`src/rtl/mdio_rm_pkg.sv`:
```
package mdio_rm_pkg;

    localparam int REG_W      = 32;
    localparam int DATA_W     = 16;
    localparam int FLD_W      = 5;
    localparam int CODE_W     = 4;
    localparam int DIV_W      = 7;
    localparam int PRE_BITS   = 32;
    localparam int FRAME_BITS = 64;
    localparam int HDR_BITS   = 46;
    localparam int RD_FIRST   = 48;
    localparam int TX_W       = FRAME_BITS - PRE_BITS;
    localparam int BIT_W      = $clog2(FRAME_BITS);

    localparam logic SEL_CMD  = 1'b0;
    localparam logic SEL_DATA = 1'b1;

    // Command word layout, MSB down to LSB
    typedef struct packed {
        logic [FLD_W-1:0]  phy_addr;
        logic [FLD_W-1:0]  reg_num;
        logic [CODE_W-1:0] clk_code;
        logic              is_write;
        logic              busy;
    } cmd_t;

    typedef enum logic [1:0] {
        ENG_IDLE  = 2'd0,
        ENG_FRAME = 2'd1,
        ENG_PULSE = 2'd2
    } eng_state_e;

    function automatic logic [DIV_W-1:0] code_to_div(input logic [CODE_W-1:0] code);
        case (code)
            4'd1:    return 7'd62;
            4'd2:    return 7'd16;
            4'd3:    return 7'd26;
            4'd4:    return 7'd102;
            4'd5:    return 7'd124;
            default: return 7'd42;
        endcase
    endfunction

    // Everything after the preamble: start, opcode, addresses, turnaround, payload
    function automatic logic [TX_W-1:0] frame_body(input cmd_t c, input logic [DATA_W-1:0] d);
        logic [1:0]        op;
        logic [1:0]        ta;
        logic [DATA_W-1:0] pay;
        op  = c.is_write ? 2'b01 : 2'b10;
        ta  = c.is_write ? 2'b10 : 2'b00;
        pay = c.is_write ? d : '0;
        return {2'b01, op, c.phy_addr, c.reg_num, ta, pay};
    endfunction

endpackage

```
`src/rtl/mdio_rm_clkdiv.sv`:
```
module mdio_rm_clkdiv
    import mdio_rm_pkg::*;
(
    input  logic             clk,
    input  logic             rst,
    input  logic             restart,
    input  logic             run,
    input  logic [DIV_W-1:0] div,
    output logic             mdc,
    output logic             rise_stb,
    output logic             fall_stb
);

    logic [DIV_W-1:0] cnt;
    logic [DIV_W-1:0] half_m1;
    logic [DIV_W-1:0] full_m1;

    assign half_m1 = (div >> 1) - DIV_W'(1);
    assign full_m1 = div - DIV_W'(1);

    always_comb begin
        rise_stb = run && !restart && (cnt == half_m1);
        fall_stb = run && !restart && (cnt == full_m1);
    end

    always_ff @(posedge clk) begin
        if (rst || restart || !run) begin
            cnt <= '0;
            mdc <= 1'b0;
        end else if (fall_stb) begin
            cnt <= '0;
            mdc <= 1'b0;
        end else begin
            cnt <= cnt + DIV_W'(1);
            if (rise_stb) begin
                mdc <= 1'b1;
            end
        end
    end

endmodule

```
`src/rtl/mdio_rm_engine.sv`:
```
module mdio_rm_engine
    import mdio_rm_pkg::*;
(
    input  logic              clk,
    input  logic              rst,
    input  logic              start_frame,
    input  logic              start_pulse,
    input  cmd_t              start_cmd,
    input  logic [DATA_W-1:0] tx_data,
    input  logic              rise_stb,
    input  logic              fall_stb,
    input  logic              mdio_i,
    output logic              run,
    output logic [DIV_W-1:0]  div,
    output logic              mdio_o,
    output logic              mdio_oe,
    output logic              done,
    output logic              rx_valid,
    output logic [DATA_W-1:0] rx_data
);

    localparam logic [BIT_W-1:0] IDX_LAST = BIT_W'(FRAME_BITS - 1);
    localparam logic [BIT_W-1:0] IDX_PRE  = BIT_W'(PRE_BITS);
    localparam logic [BIT_W-1:0] IDX_HDR  = BIT_W'(HDR_BITS);
    localparam logic [BIT_W-1:0] IDX_RD   = BIT_W'(RD_FIRST);

    eng_state_e        st;
    logic [BIT_W-1:0]  bit_idx;
    logic [BIT_W-1:0]  nxt_idx;
    logic [TX_W-1:0]   sh;
    logic [DATA_W-1:0] rx_sh;
    logic              wr_q;
    logic [DIV_W-1:0]  div_q;
    logic              o_q;
    logic              oe_q;
    logic              last_bit;

    always_comb begin
        nxt_idx  = bit_idx + BIT_W'(1);
        last_bit = (st == ENG_FRAME) && fall_stb && (bit_idx == IDX_LAST);
        done     = last_bit;
        rx_valid = last_bit && !wr_q;
        rx_data  = rx_sh;
        run      = (st != ENG_IDLE);
        div      = div_q;
        mdio_o   = o_q;
        mdio_oe  = oe_q;
    end

    always_ff @(posedge clk) begin
        if (rst) begin
            st      <= ENG_IDLE;
            bit_idx <= '0;
            sh      <= '0;
            rx_sh   <= '0;
            wr_q    <= 1'b0;
            div_q   <= code_to_div('0);
            o_q     <= 1'b0;
            oe_q    <= 1'b0;
        end else if (start_frame) begin
            st      <= ENG_FRAME;
            bit_idx <= '0;
            sh      <= frame_body(start_cmd, tx_data);
            rx_sh   <= '0;
            wr_q    <= start_cmd.is_write;
            div_q   <= code_to_div(start_cmd.clk_code);
            o_q     <= 1'b1;
            oe_q    <= 1'b1;
        end else if (start_pulse) begin
            st      <= ENG_PULSE;
            bit_idx <= '0;
            div_q   <= code_to_div(start_cmd.clk_code);
            o_q     <= 1'b0;
            oe_q    <= 1'b0;
        end else begin
            case (st)
                ENG_FRAME: begin
                    if (rise_stb && !wr_q && (bit_idx >= IDX_RD)) begin
                        rx_sh <= {rx_sh[DATA_W-2:0], mdio_i};
                    end
                    if (fall_stb) begin
                        if (bit_idx == IDX_LAST) begin
                            st   <= ENG_IDLE;
                            o_q  <= 1'b0;
                            oe_q <= 1'b0;
                        end else begin
                            bit_idx <= nxt_idx;
                            if (nxt_idx >= IDX_PRE) begin
                                o_q <= sh[TX_W-1];
                                sh  <= {sh[TX_W-2:0], 1'b0};
                            end else begin
                                o_q <= 1'b1;
                            end
                            oe_q <= wr_q || (nxt_idx < IDX_HDR);
                        end
                    end
                end
                ENG_PULSE: begin
                    if (fall_stb) begin
                        st <= ENG_IDLE;
                    end
                end
                default: begin
                end
            endcase
        end
    end

endmodule

```
`src/rtl/mdio_rm_regs.sv`:
```
module mdio_rm_regs
    import mdio_rm_pkg::*;
(
    input  logic              clk,
    input  logic              rst,
    input  logic              we,
    input  logic              sel,
    input  logic [DATA_W-1:0] wdata,
    input  logic              done,
    input  logic              rx_valid,
    input  logic [DATA_W-1:0] rx_data,
    output cmd_t              cmd_q,
    output logic [DATA_W-1:0] data_q,
    output logic              start_frame,
    output logic              start_pulse,
    output cmd_t              start_cmd,
    output logic [REG_W-1:0]  rdata
);

    logic accept;

    always_comb begin
        accept      = we && !cmd_q.busy;
        start_cmd   = cmd_t'(wdata);
        start_frame = accept && (sel == SEL_CMD) && wdata[0];
        start_pulse = accept && (sel == SEL_CMD) && !wdata[0];
        rdata       = (sel == SEL_DATA) ? {{(REG_W-DATA_W){1'b0}}, data_q}
                                        : {{(REG_W-DATA_W){1'b0}}, cmd_q};
    end

    always_ff @(posedge clk) begin
        if (rst) begin
            cmd_q  <= '0;
            data_q <= '0;
        end else begin
            if (accept && (sel == SEL_CMD)) begin
                cmd_q <= cmd_t'(wdata);
            end
            if (accept && (sel == SEL_DATA)) begin
                data_q <= wdata;
            end
            if (done) begin
                cmd_q.busy <= 1'b0;
            end
            if (rx_valid) begin
                data_q <= rx_data;
            end
        end
    end

endmodule

```
`src/rtl/mdio_regmaster.sv`:
```
module mdio_regmaster
    import mdio_rm_pkg::*;
(
    input  logic        clk,
    input  logic        rst,
    input  logic        reg_we,
    input  logic        reg_sel,
    input  logic [31:0] reg_wdata,
    output logic [31:0] reg_rdata,
    output logic        mdc,
    output logic        mdio_o,
    output logic        mdio_oe,
    input  logic        mdio_i
);

    cmd_t              cmd_word;
    cmd_t              start_cmd;
    logic [DATA_W-1:0] data_word;
    logic              start_frame;
    logic              start_pulse;
    logic              eng_done;
    logic              rx_valid;
    logic [DATA_W-1:0] rx_data;
    logic              run;
    logic [DIV_W-1:0]  div;
    logic              rise_stb;
    logic              fall_stb;
    logic              unused_upper;

    assign unused_upper = ^reg_wdata[REG_W-1:DATA_W];

    mdio_rm_regs u_regs (
        .clk         (clk),
        .rst         (rst),
        .we          (reg_we),
        .sel         (reg_sel),
        .wdata       (reg_wdata[DATA_W-1:0]),
        .done        (eng_done),
        .rx_valid    (rx_valid),
        .rx_data     (rx_data),
        .cmd_q       (cmd_word),
        .data_q      (data_word),
        .start_frame (start_frame),
        .start_pulse (start_pulse),
        .start_cmd   (start_cmd),
        .rdata       (reg_rdata)
    );

    mdio_rm_engine u_engine (
        .clk         (clk),
        .rst         (rst),
        .start_frame (start_frame),
        .start_pulse (start_pulse),
        .start_cmd   (start_cmd),
        .tx_data     (data_word),
        .rise_stb    (rise_stb),
        .fall_stb    (fall_stb),
        .mdio_i      (mdio_i),
        .run         (run),
        .div         (div),
        .mdio_o      (mdio_o),
        .mdio_oe     (mdio_oe),
        .done        (eng_done),
        .rx_valid    (rx_valid),
        .rx_data     (rx_data)
    );

    mdio_rm_clkdiv u_clkdiv (
        .clk      (clk),
        .rst      (rst),
        .restart  (start_frame || start_pulse),
        .run      (run),
        .div      (div),
        .mdc      (mdc),
        .rise_stb (rise_stb),
        .fall_stb (fall_stb)
    );

endmodule

```
`config.mk`:
```
export PLATFORM = sky130hd
export DESIGN_NAME = mdio_regmaster
export DESIGN_NICKNAME = d
export VERILOG_FILES = /design/src/rtl/mdio_rm_pkg.sv /design/src/rtl/mdio_rm_clkdiv.sv /design/src/rtl/mdio_rm_engine.sv /design/src/rtl/mdio_rm_regs.sv /design/src/rtl/mdio_regmaster.sv
export SDC_FILE = /design/constraint.sdc
export NUM_CORES = 1
export LEC_CHECK = 0
export BUFFER_PORTS_ARGS = -buffer_cell sky130_fd_sc_hd__buf_2
export CAP_MARGIN = 20
export CORE_ASPECT_RATIO = 1.4
export CORE_MARGIN = 5
export CORE_UTILIZATION = 45
export CTS_CLUSTER_DIAMETER = 60
export DETAILED_ROUTE_END_ITERATION = 8
export PLACE_DENSITY_LB_ADDON = 0.12
export SETUP_SLACK_MARGIN = 0.05
export SYNTH_ARGS = -nofsm -noshare
export SYNTH_HDL_FRONTEND = slang
export SYNTH_SLANG_ARGS = --single-unit
export TNS_END_PERCENT = 5
```
`constraint.sdc`:
```
create_clock -name clk -period 5.34 [get_ports clk]
set_clock_uncertainty 0.1 [all_clocks]
set_input_delay 1.068 -clock clk [delete_from_list [all_inputs] [get_ports clk]]
set_output_delay 1.068 -clock clk [all_outputs]
set_load 0.01 [all_outputs]
```
After elaboration in Yosys (flattened, before gate mapping)
Index checks and enable logic that the tools add are counted.
- reduce and logical (&&, ||, !) cells: 43
- multiplexer cells: 32
- equal/unequal tests: 18
- bitwise logic cells: 3
- $add $sub $neg: 4
- magnitude comparators: 3
- operators with widths (cell ; count):
    two-way mux 31 bit ; 6
    two-way mux 16 bit ; 4
    one-hot mux 7 bit (5 select lines) ; 1
    == test 7 bit ; 2
    two-way mux 7 bit ; 2
    logical AND 1 bit ; 13
    greater-or-equal comparator 6 bit, second input constant ; 2
    two-way mux 1 bit ; 12
    two-way mux 2 bit ; 6
    nonzero test 2 bit ; 6
    AND reduction 5 bit ; 2
    nonzero test 3 bit ; 3
    == test 4 x 2 -> 1 bit, second input constant ; 2
    == test 4 x 3 -> 1 bit, second input constant ; 2
    inequality test 4 x 3 -> 1 bit, second input constant ; 2
    AND reduction 4 bit ; 2
    adder 7 x 1 -> 7 bit, second input constant ; 1
    subtractor 6 x 1 -> 7 bit, second input constant ; 1
    subtractor 7 x 1 -> 7 bit, second input constant ; 1
    adder 6 x 1 -> 6 bit, second input constant ; 1
    == test 6 bit, second input constant ; 1
    < comparator 6 bit, second input constant ; 1
    inequality test 3 x 2 -> 1 bit, second input constant ; 2
    AND reduction 3 bit ; 2
    14 further kinds ; 26
- logic and storage cells: 121
- register bits: 106

Depth between registers and ports, before layout
Gate-level depths: netlist of run 1.
- depth in word-level cells: 12
- mapped depth: 10
- mapped depth without buffers: 8

Cells and area by module
A second synthesis of run 1 with hierarchy kept.
- cells, all modules: 607
- area total of the unflattened synthesis: 5674.2 um^2
- by module, submodules not included (module ; area each (um^2) ; instances ; cells each):
    mdio_rm_engine ; 3071.7 ; 1 ; 324
    mdio_rm_regs ; 1876.8 ; 1 ; 195
    mdio_rm_clkdiv ; 719.4 ; 1 ; 87
    mdio_regmaster ; 6.3 ; 1 ; 1

Worst setup path before layout of run 1
No wires, ideal clock.
- path type: input-to-reg
- start point: input reg_sel
- end point: register u_regs.data_q[0]
- arrival: 3.140 ns
- cell stages on the path: 9
- setup slack: 1.965 ns
- path buffers: 3
- library setup time: 0.134 ns
- data required time: 5.106 ns
- cell sequence: clkbuf_1 > nor3b_1 > a311oi_2 > or3b_4 > or4_1 > clkbuf_1 > clkbuf_1 > nor2_1 > a211oi_1
- longest elaborated chain between the ends: 11
- elaborated cells on any way between the ends: 14
- classes of those cells: mux (1); bitwise (1); reduce/logical (12)
- ends and longest elaborated chain (what ; line ; text):
    start: declaration ; mdio_regmaster.sv:7 ; input logic reg_sel,
    inverter 1 bit ; mdio_rm_regs.sv:25, mdio_rm_regs.sv:26 ;
    logical AND 1 bit ; mdio_rm_regs.sv:25, mdio_rm_regs.sv:26 ;
    logical AND 1 bit (on tied branches) ; mdio_rm_regs.sv:25, mdio_rm_regs.sv:26 ;
    logical OR 1 bit ; mdio_regmaster.sv:71 ; .restart (start_frame || start_pulse),
    logical NOT 1 bit ; mdio_rm_clkdiv.sv:23 ; fall_stb = run && !restart && (cnt == full_m1);
    logical AND 1 bit (2 in a row) ; mdio_rm_clkdiv.sv:23 ;
    logical AND 1 bit (2 in a row) ; mdio_rm_engine.sv:40 ; last_bit = (st == ENG_FRAME) && fall_stb && (bit_idx == IDX_LAST);
    logical AND 1 bit ; mdio_rm_engine.sv:42 ; rx_valid = last_bit && !wr_q;
    two-way mux 16 bit or nonzero test 2 bit (tied branches) ; n/a ;
    end signal: assignment ; mdio_rm_regs.sv:40 ; data_q <= wdata;
    end signal: assignment ; mdio_rm_regs.sv:46 ; data_q <= rx_data;
    end: declaration ; mdio_rm_regs.sv:13 ; output logic [DATA_W-1:0] data_q,
Several ways; a longest one is shown, not always the timed one.
A chain may end at the register's enable or synchronous reset.

Worst setup path in the final report of run 1
- start point: input reg_sel
- end point: register u_regs.data_q[7]
Same word-level chain as after synthesis.

==> results, run 1 <==
- The run finished with clean final reports.
- Along the worst hold path, the cell count comes to 2.
- The number of synthesized flops with an enable pin is 0.
- The synthesis-to-layout area growth is 9.53%.
- Synthesis handed over a netlist of 572 instances.
- For the worst setup path, the data required time is 5420 ps.
- For this run, design rule violations remaining after detail routing come to 0.
- Of the available clock period, the critical path in the final layout requires 65.9%.
- The count of non-filler cells in the finished layout is 731.
- The Yosys warning count is 0.
- For this run, the total global-route usage over all layers was measured as 18.2%.
- The floorplan die height is 137 µm.
- The top cell types in the final layout, fill and taps aside, are sky130_fd_sc_hd__dfxtp_1 (105), sky130_fd_sc_hd__mux2i_1 (66), sky130_fd_sc_hd__nor2_1 (65).
- The type of destination of the critical path is a register.
- Static timing analysis puts the maximum clock frequency at 284 MHz.
- The number of buffers created by CTS is 9.
- In this run the most critical hold path is launched from u_regs.cmd_q[5].
- During placement, the flow inserted port buffers numbering 39.
- Of the cells placed in the final design, the portion with a size suffix greater than 1 is 15.0%.
- The final-stage net count is 625.
- The number of fill cells in the layout is 1084.
- The number of top-level pins is 72.
- Setup repair after global routing left no endpoint under its margin.
- Routability-driven placement finished with a final weighted congestion of 0.815.
- The number of placed instances, taps included, is 714.
- Entering global routing, the biggest net connects 70 pins.
- Clock-pin slew was measured on the worst setup and hold paths at 70 ps.
- Once the clock tree was built, the setup fixing pass inserted 0 buffers.
- The TritonCTS clock tree is yes.
- The accumulated negative setup slack is 0 ps.
- Wires add up to 12100 µm.
- The clock network latency to the later pin of the worst-skew pair is 350 ps.
- The count of cells resized by post-cts repair is 0.
- The destination of the worst hold path is u_regs.cmd_q[5].
- The maximum fanout along the worst path is 32.
- The type of the setup path with the least slack is in2reg.
- The core footprint is 11300 µm².
- The detailed-routing iteration count for the pre-antenna-repair pass is 4.
- The floorplan die area is 13800 µm².
- IR analysis of the VDD net gives a maximum drop of 0.000146 V.
- The footprint of the multi-input gates is 2770 µm².
- Once routing completed, OpenROAD measured the worst setup slack at 1820 ps.
- Leaving out fill and tap cells, the most frequent cell in the layout is sky130_fd_sc_hd__dfxtp_1.
- The first routing iteration left 144 violations.
- The worst register-to-register path has a setup slack of 1990 ps.
- The proportion of synthesized chip area in sequential cells is 40.6%.
- The routed layout has 3985 vias.
- The number of antenna violations at the first check in global routing came to 0.
- The count of antenna-violating nets left after detailed routing is 0.
- The design draws 0.00170 W.
- The post-synthesis average cell area is 9.04 µm².
- At the placement stage, the worst setup path has a slack of 1450 ps.
- The signal arrival time at the worst endpoint is 3600 ps.
- The H-tree was split into 3 levels.
- The final-report max-slew violation count is 0.
- The per-cell via count in the routed design is 5.45.
- The worst register-to-register path has a depth of 8.
- The buffer depth of the longest clock path is 2.
- For this design the static power due to leakage is 2.17 nW.
- The proportion of register bits with asynchronous set or reset after synthesis is 0%.
- The number of global-route vias before repair is 3837.
- The register area is 2100 µm².
- In this run, distinct cell masters in the synthesized netlist total 54.
- The floorplan has 46 rows.
- The clock sink count is 105.
- After global routing the overflow that remains totals 0.
- The wire length per cell is 16.6 µm.
- Across the run, the number of max-cap violations was 0.
- The worst register-to-register path ends at u_regs.data_q[7].
- The number of setup violations in the final report is 0.
- The worst setup path is launched from an input pin.
- The first global-routing pass estimated 19700 µm of wire.
- The kind of path behind the tightest hold check is reg2reg.
- The number of endpoints with negative hold slack in the final report is 0.
- The HPWL after detailed placement is 8250 µm.
- The most instantiated flip-flop cell in the synthesis netlist is sky130_fd_sc_hd__dfxtp_1.
- The horizontal die dimension is 101 µm.
- The clock tree root buffer cell is sky130_fd_sc_hd__clkbuf_16.
- The post-synth design cell area is 5170 µm².
- At the pin with the least slew margin, the transition time is 1070 ps.
- The relative max-transition margin is 28.8%.
- The initial core utilization is 45.8%.
- The number of antenna diodes is 0.
- In this run, post-CTS hold repair placed 0 buffers.
- The register bit total from synthesis is 105.
- The worst hold slack is 355 ps.
- The time the final worst path needs with I/O delays and setup is 3520 ps.
- The startpoint identified for the worst register-to-register timing path is u_engine.div[1].
- For this design the ratio of total power to cell area is 299 nW/µm².
==> logic make-up after synthesis <==
kind of cell,share of synthesized area [%]
buffers and inverters,7.02
AND/OR/NAND/NOR,15.1
flip-flops,40.6
XOR/XNOR,3.99
multiplexers,16.3
adder cells (fa/ha/maj),1.45
other,0.0725
AO/OA/AOI/OAI,15.5
==> Yosys cell counts (5+ instances only) <==
master	count	area [µm²]
sky130_fd_sc_hd__a211oi_1	42	315
sky130_fd_sc_hd__ha_1	6	75.1
sky130_fd_sc_hd__nand3_1	12	60.1
sky130_fd_sc_hd__buf_4	16	120
sky130_fd_sc_hd__and3_1	5	31.3
sky130_fd_sc_hd__mux2_2	16	180
sky130_fd_sc_hd__inv_1	9	33.8
sky130_fd_sc_hd__buf_6	5	56.3
sky130_fd_sc_hd__xnor2_1	14	123
sky130_fd_sc_hd__clkbuf_1	36	135
sky130_fd_sc_hd__nand2b_1	6	37.5
sky130_fd_sc_hd__a21oi_1	50	250
sky130_fd_sc_hd__dfxtp_1	105	2100
sky130_fd_sc_hd__xor2_1	7	61.3
sky130_fd_sc_hd__mux2i_1	66	661
sky130_fd_sc_hd__o21ai_0	5	25.0
sky130_fd_sc_hd__nor3_1	8	40.0
sky130_fd_sc_hd__nand2_1	43	161
sky130_fd_sc_hd__nor2_1	65	244
==> routing by layer <==
| layer | global-route usage, % | wire length (µm) |
|---|---|---|
| met1 | 21.8 | 5200 |
| met2 | 30.7 | 5970 |
| met3 | 3.37 | 423 |
| met4 | 9.44 | 504 |
| met5 | 0 | 0 |
==> worst max-delay path by stage <==
stage / start / end / cells past startpoint
floorplan: reg_sel / u_regs.data_q[0] / 9
detailed placement: reg_sel / u_regs.data_q[11] / 7
finish: reg_sel / u_regs.data_q[7] / 7
global placement: reg_sel / u_regs.data_q[9] / 7
CTS: reg_sel / u_regs.data_q[11] / 7
global route: reg_sel / u_regs.data_q[15] / 7
==> critical path: stages <==
cell and delay (ps):
sky130_fd_sc_hd__buf_2 380, sky130_fd_sc_hd__nor3b_2 110, sky130_fd_sc_hd__a311oi_2 260, sky130_fd_sc_hd__or3b_4 420, sky130_fd_sc_hd__or4_1 1000, sky130_fd_sc_hd__nor2_1 260
sky130_fd_sc_hd__a211oi_1 70
==> final cells by class <==
class | count | share of cell area (%)
Tap cell | 144 | 3.18
Multi-Input combinational cell | 412 | 48.9
Clock buffer | 12 | 4.53
Sequential cell | 105 | 37.1
Inverter | 9 | 0.596
Clock inverter | 4 | 1.30
Timing Repair Buffer | 45 | 4.37
==> report_power, final <==
group          internal, W  switching [W]  total, W
Sequential        0.000809      0.0000182  0.000828
Clock             0.000438       0.000285  0.000723
Combinational    0.0000559      0.0000896  0.000145
==> sequential cells by signal (all words and copies together), names as in the netlist <==
signal,cells
u_engine.rx_data,16
u_regs.cmd_q,16
u_clkdiv.cnt,7
u_engine.wr_q,1
u_engine.mdio_o,1
u_engine.div,6
u_engine.sh,32
u_clkdiv.mdc,1
u_engine.st,2
u_engine.mdio_oe,1
u_engine.bit_idx,6
u_regs.data_q,16
==> through the flow <==
| stage | instance area, µm² | utilization (%) |
|---|---|---|
| 2_1_floorplan | 5230 | - |
| 4_1_cts | 5650 | 50.1 |
| 5_1_grt | 5660 | 50.2 |
| 3_3_place_gp | 5320 | 47.1 |
| 6_report | 5660 | 50.2 |
| 3_5_place_dp | 5320 | 47.1 |
No activity file was read; power rests on OpenSTA's default activity.
==> run 2: changes to the inputs <==
- clock period: 5.34 -> 3.1 ns (I/O delays scaled with it)
==> run 2 against run 1 <==
  * Flip-flop and latch count stayed put
  * Critical path depth is 1 higher
  * Wire length grew 0.86%
  * Register-to-register slack worse by 1800 ps
  * Setup slack got worse by 1600 ps
  * Clock-buffer cell count is 3 lower
  * First-iteration DRC count decreased by 9.0%
  * Worst hold slack got worse by 2.1 ps
  * Non-clock buffer count is 8 higher
  * Total power rose by 65%
  * Final cell count increased by 1.1%
  * Combinational power increased by 77%
  * Critical path type is now reg2reg
  * Critical endpoint is now u_regs.data_q[5]
==> results, run 2 (synthesized netlist as in run 1, its figures left out) <==
- The flow ran to the end, and the final reports show no timing, DRC or antenna violations.
- The detailed-routing iteration count for the pre-antenna-repair pass is 4.
- The number of setup violations in the final report is 0.
- The TritonCTS clock tree is yes.
- In this run the static leakage power is 2.19 nW.
- The post-route fraction of the period consumed by the critical path is 93.6%.
- Summing all placed instances gives a cell area of 5420 µm².
- At the placement stage, the worst setup path has a slack of 214 ps.
- The switching share of total power is 24.4%.
- The relative max-transition margin is 61.2%.
- The cell area power density is 490 nW/µm².
- The share of total power dissipated in sequential elements is 50.8%.
- The buffer depth of the longest clock path is 2.
- During placement, the flow inserted port buffers numbering 39.
- The maximum level of the CTS H-tree is 3.
- The per-cell via count in the routed design is 5.38.
- The layer with the highest usage after global routing is met2.
- The total global routing overflow is 0.
- For this configuration, the core starts out at a cell density of 45.8%.
- Setup slack on the critical path of the routed design comes to 199 ps.
- Of the cells placed in the final design, the portion with a size suffix greater than 1 is 16.3%.
- The internal power of the cells totals 0.00212 W.
- The number of endpoints with negative hold slack in the final report is 0.
- The final-report max-slew violation count is 0.
- Summing over every cut layer, the via total after detailed routing is 3974.
- Data arrives at the worst endpoint at 3050 ps.
- The accumulated negative setup slack is 0 ps.
- The DRC violation count after routing is 0.
- After clock tree synthesis, the clock-pin slew on the worst setup and hold paths is 70 ps.
- The buffers inserted during post-CTS setup optimization is 0.
- Entering global routing, the biggest net connects 48 pins.
- In this run the standard cell core region covers 11300 µm².
- The min-delay analysis places its worst path in the category reg2reg.
- The number of top-level pins is 72.
- In this run the vertical extent of the chip is 137 µm.
- For the pin with the worst max-slew slack, the measured transition is 578 ps.
- The count of cells resized by post-cts repair is 0.
- The placer congestion estimate is 0.829.
- Setup repair after global routing left no endpoint under its margin.
- After floorplanning, the core was divided into 46 placement rows.
- The switching power is 0.000684 W.
- The post-route cell area is 5720 µm².
- The post-route total power is 0.00280 W.
- The clock tree root buffer cell is sky130_fd_sc_hd__clkbuf_16.
- Clock latency on the worst-skew pair, taken at its later pin, is 340 ps.
- The type of destination of the critical path is a register.
- The number of global-route vias before repair is 3944.
- The register with the most flip-flops in the layout has 32 of them.
- The final-stage net count is 633.
- The cts-stage hold buffer count is 0.
- The number of buffers created by CTS is 9.
- The clock sink count is 105.
- Global routing used 3.16% of the available met3 tracks.
- VDD sags by at most 0.000238 V.
- Counting flops per register, the top entry is u_engine.sh.
- Global routing used 21.7% of the available met1 tracks.
- For met2 alone, demand over resource in global routing was 32.2%.
- The max-cap check violation count is 0.
- The share of total power dissipated in combinational logic is 9.1%.
- After the first detailed-routing iteration, the DRC count stood at 131.
- The fmax is 345 MHz.
- The count of antenna-violating nets left after detailed routing is 0.
- The wire length per cell is 16.5 µm.
- The horizontal die dimension is 101 µm.
- The clock network power share is 40.0%.
- The startpoint class of the critical path is a register.
- The final layout contains routed wiring with a total length of 12200 µm.
- 0 antenna diodes ended up in the layout.
- The synthesis-to-layout area growth is 10.6%.
- The data required time at the worst endpoint is 3250 ps.
- The floorplan step defined a die boundary enclosing 13800 µm².
- After legalization and detailed placement, the total HPWL measured 8540 µm.
- The number of antenna violations at the first check in global routing is 0.
- Leaving out fill and tap cells, the most frequent cell in the layout is sky130_fd_sc_hd__dfxtp_1.
- The global-route total usage across every layer is 18.2%.
- The first global-routing pass estimated 20000 µm of wire.
- By startpoint and endpoint, the worst setup path is classified as reg2reg.
- The final design utilization is 50.7%.
- Of all nets on the critical path, the largest fanout is 32.
- The time the final worst path needs with I/O delays and setup is 2900 ps.
- Leaving out fill and tap cells, the most frequent cells in the layout are sky130_fd_sc_hd__dfxtp_1 (105), sky130_fd_sc_hd__mux2i_1 (66), sky130_fd_sc_hd__nor2_1 (65).
-- run 2: changes by cell type in the layout (fill, tap and decap cells not counted), sizes merged --
cell	change
inv	-1
clkbuf	-3
buf	+8
bufinv	-1
clkinv	+2
clkinvlp	+3
-- run 2: final timing paths --
path / endpoint / start / slack, ps / depth (start not counted)
worst max register to register: u_regs.data_q[5] / u_engine.div[1] / 200 / 8
worst min-delay path: u_regs.cmd_q[3] / u_regs.cmd_q[3] / 350 / 2
worst min register to register: u_regs.cmd_q[3] / u_regs.cmd_q[3] / 350 / 2
worst max-delay path: u_regs.data_q[5] / u_engine.div[1] / 200 / 8
-- run 2: worst max-delay path, cell delays in order (launching register included) --
cell and delay (ps):
sky130_fd_sc_hd__dfxtp_1 350, sky130_fd_sc_hd__inv_1 100, sky130_fd_sc_hd__ha_1 200, sky130_fd_sc_hd__or3b_2 490, sky130_fd_sc_hd__mux2i_1 160, sky130_fd_sc_hd__or3b_4 400
sky130_fd_sc_hd__or4_1 560, sky130_fd_sc_hd__buf_12 200, sky130_fd_sc_hd__a211oi_1 230
-- run 2: per-layer routing --
layer,vias to the layer above,wire length [µm],part of all wire [%]
met3,19,357,2.9
met1,1871,5300,43
li1,2022,-,-
met2,62,6180,51
met5,-,0,0
met4,0,367,3.0
-- run 2: power by group through the flow --
| stage | sequential [W] | combinational, W | clock [W] |
|---|---|---|---|
| after floorplan | 0.00145 | 0.000190 | 0 |
| final | 0.00142 | 0.000256 | 0.00112 |
| after detailed placement | 0.00146 | 0.000257 | 0 |
| after global placement | 0.00145 | 0.000252 | 0 |
| after CTS | 0.00142 | 0.000259 | 0.00116 |
| after global routing | 0.00143 | 0.000283 | 0.00122 |
-- run 2: through the flow --
step / hold slack [ps] / std cells
after floorplan: 328 / 587
after global placement: 339 / 723
after detailed placement: 346 / 723
after CTS: 356 / 739
after global routing: 374 / 739
final: 353 / 739
-- run 2: layout make-up --
cell class	instances	area [µm²]
clock buffers	9	225
clock inverters	7	71.3
fillers	1091	5560
inverters	9	33.8
multi-input cells	412	2770
flip-flops and latches	105	2100
well taps	144	180
repair buffers	53	338
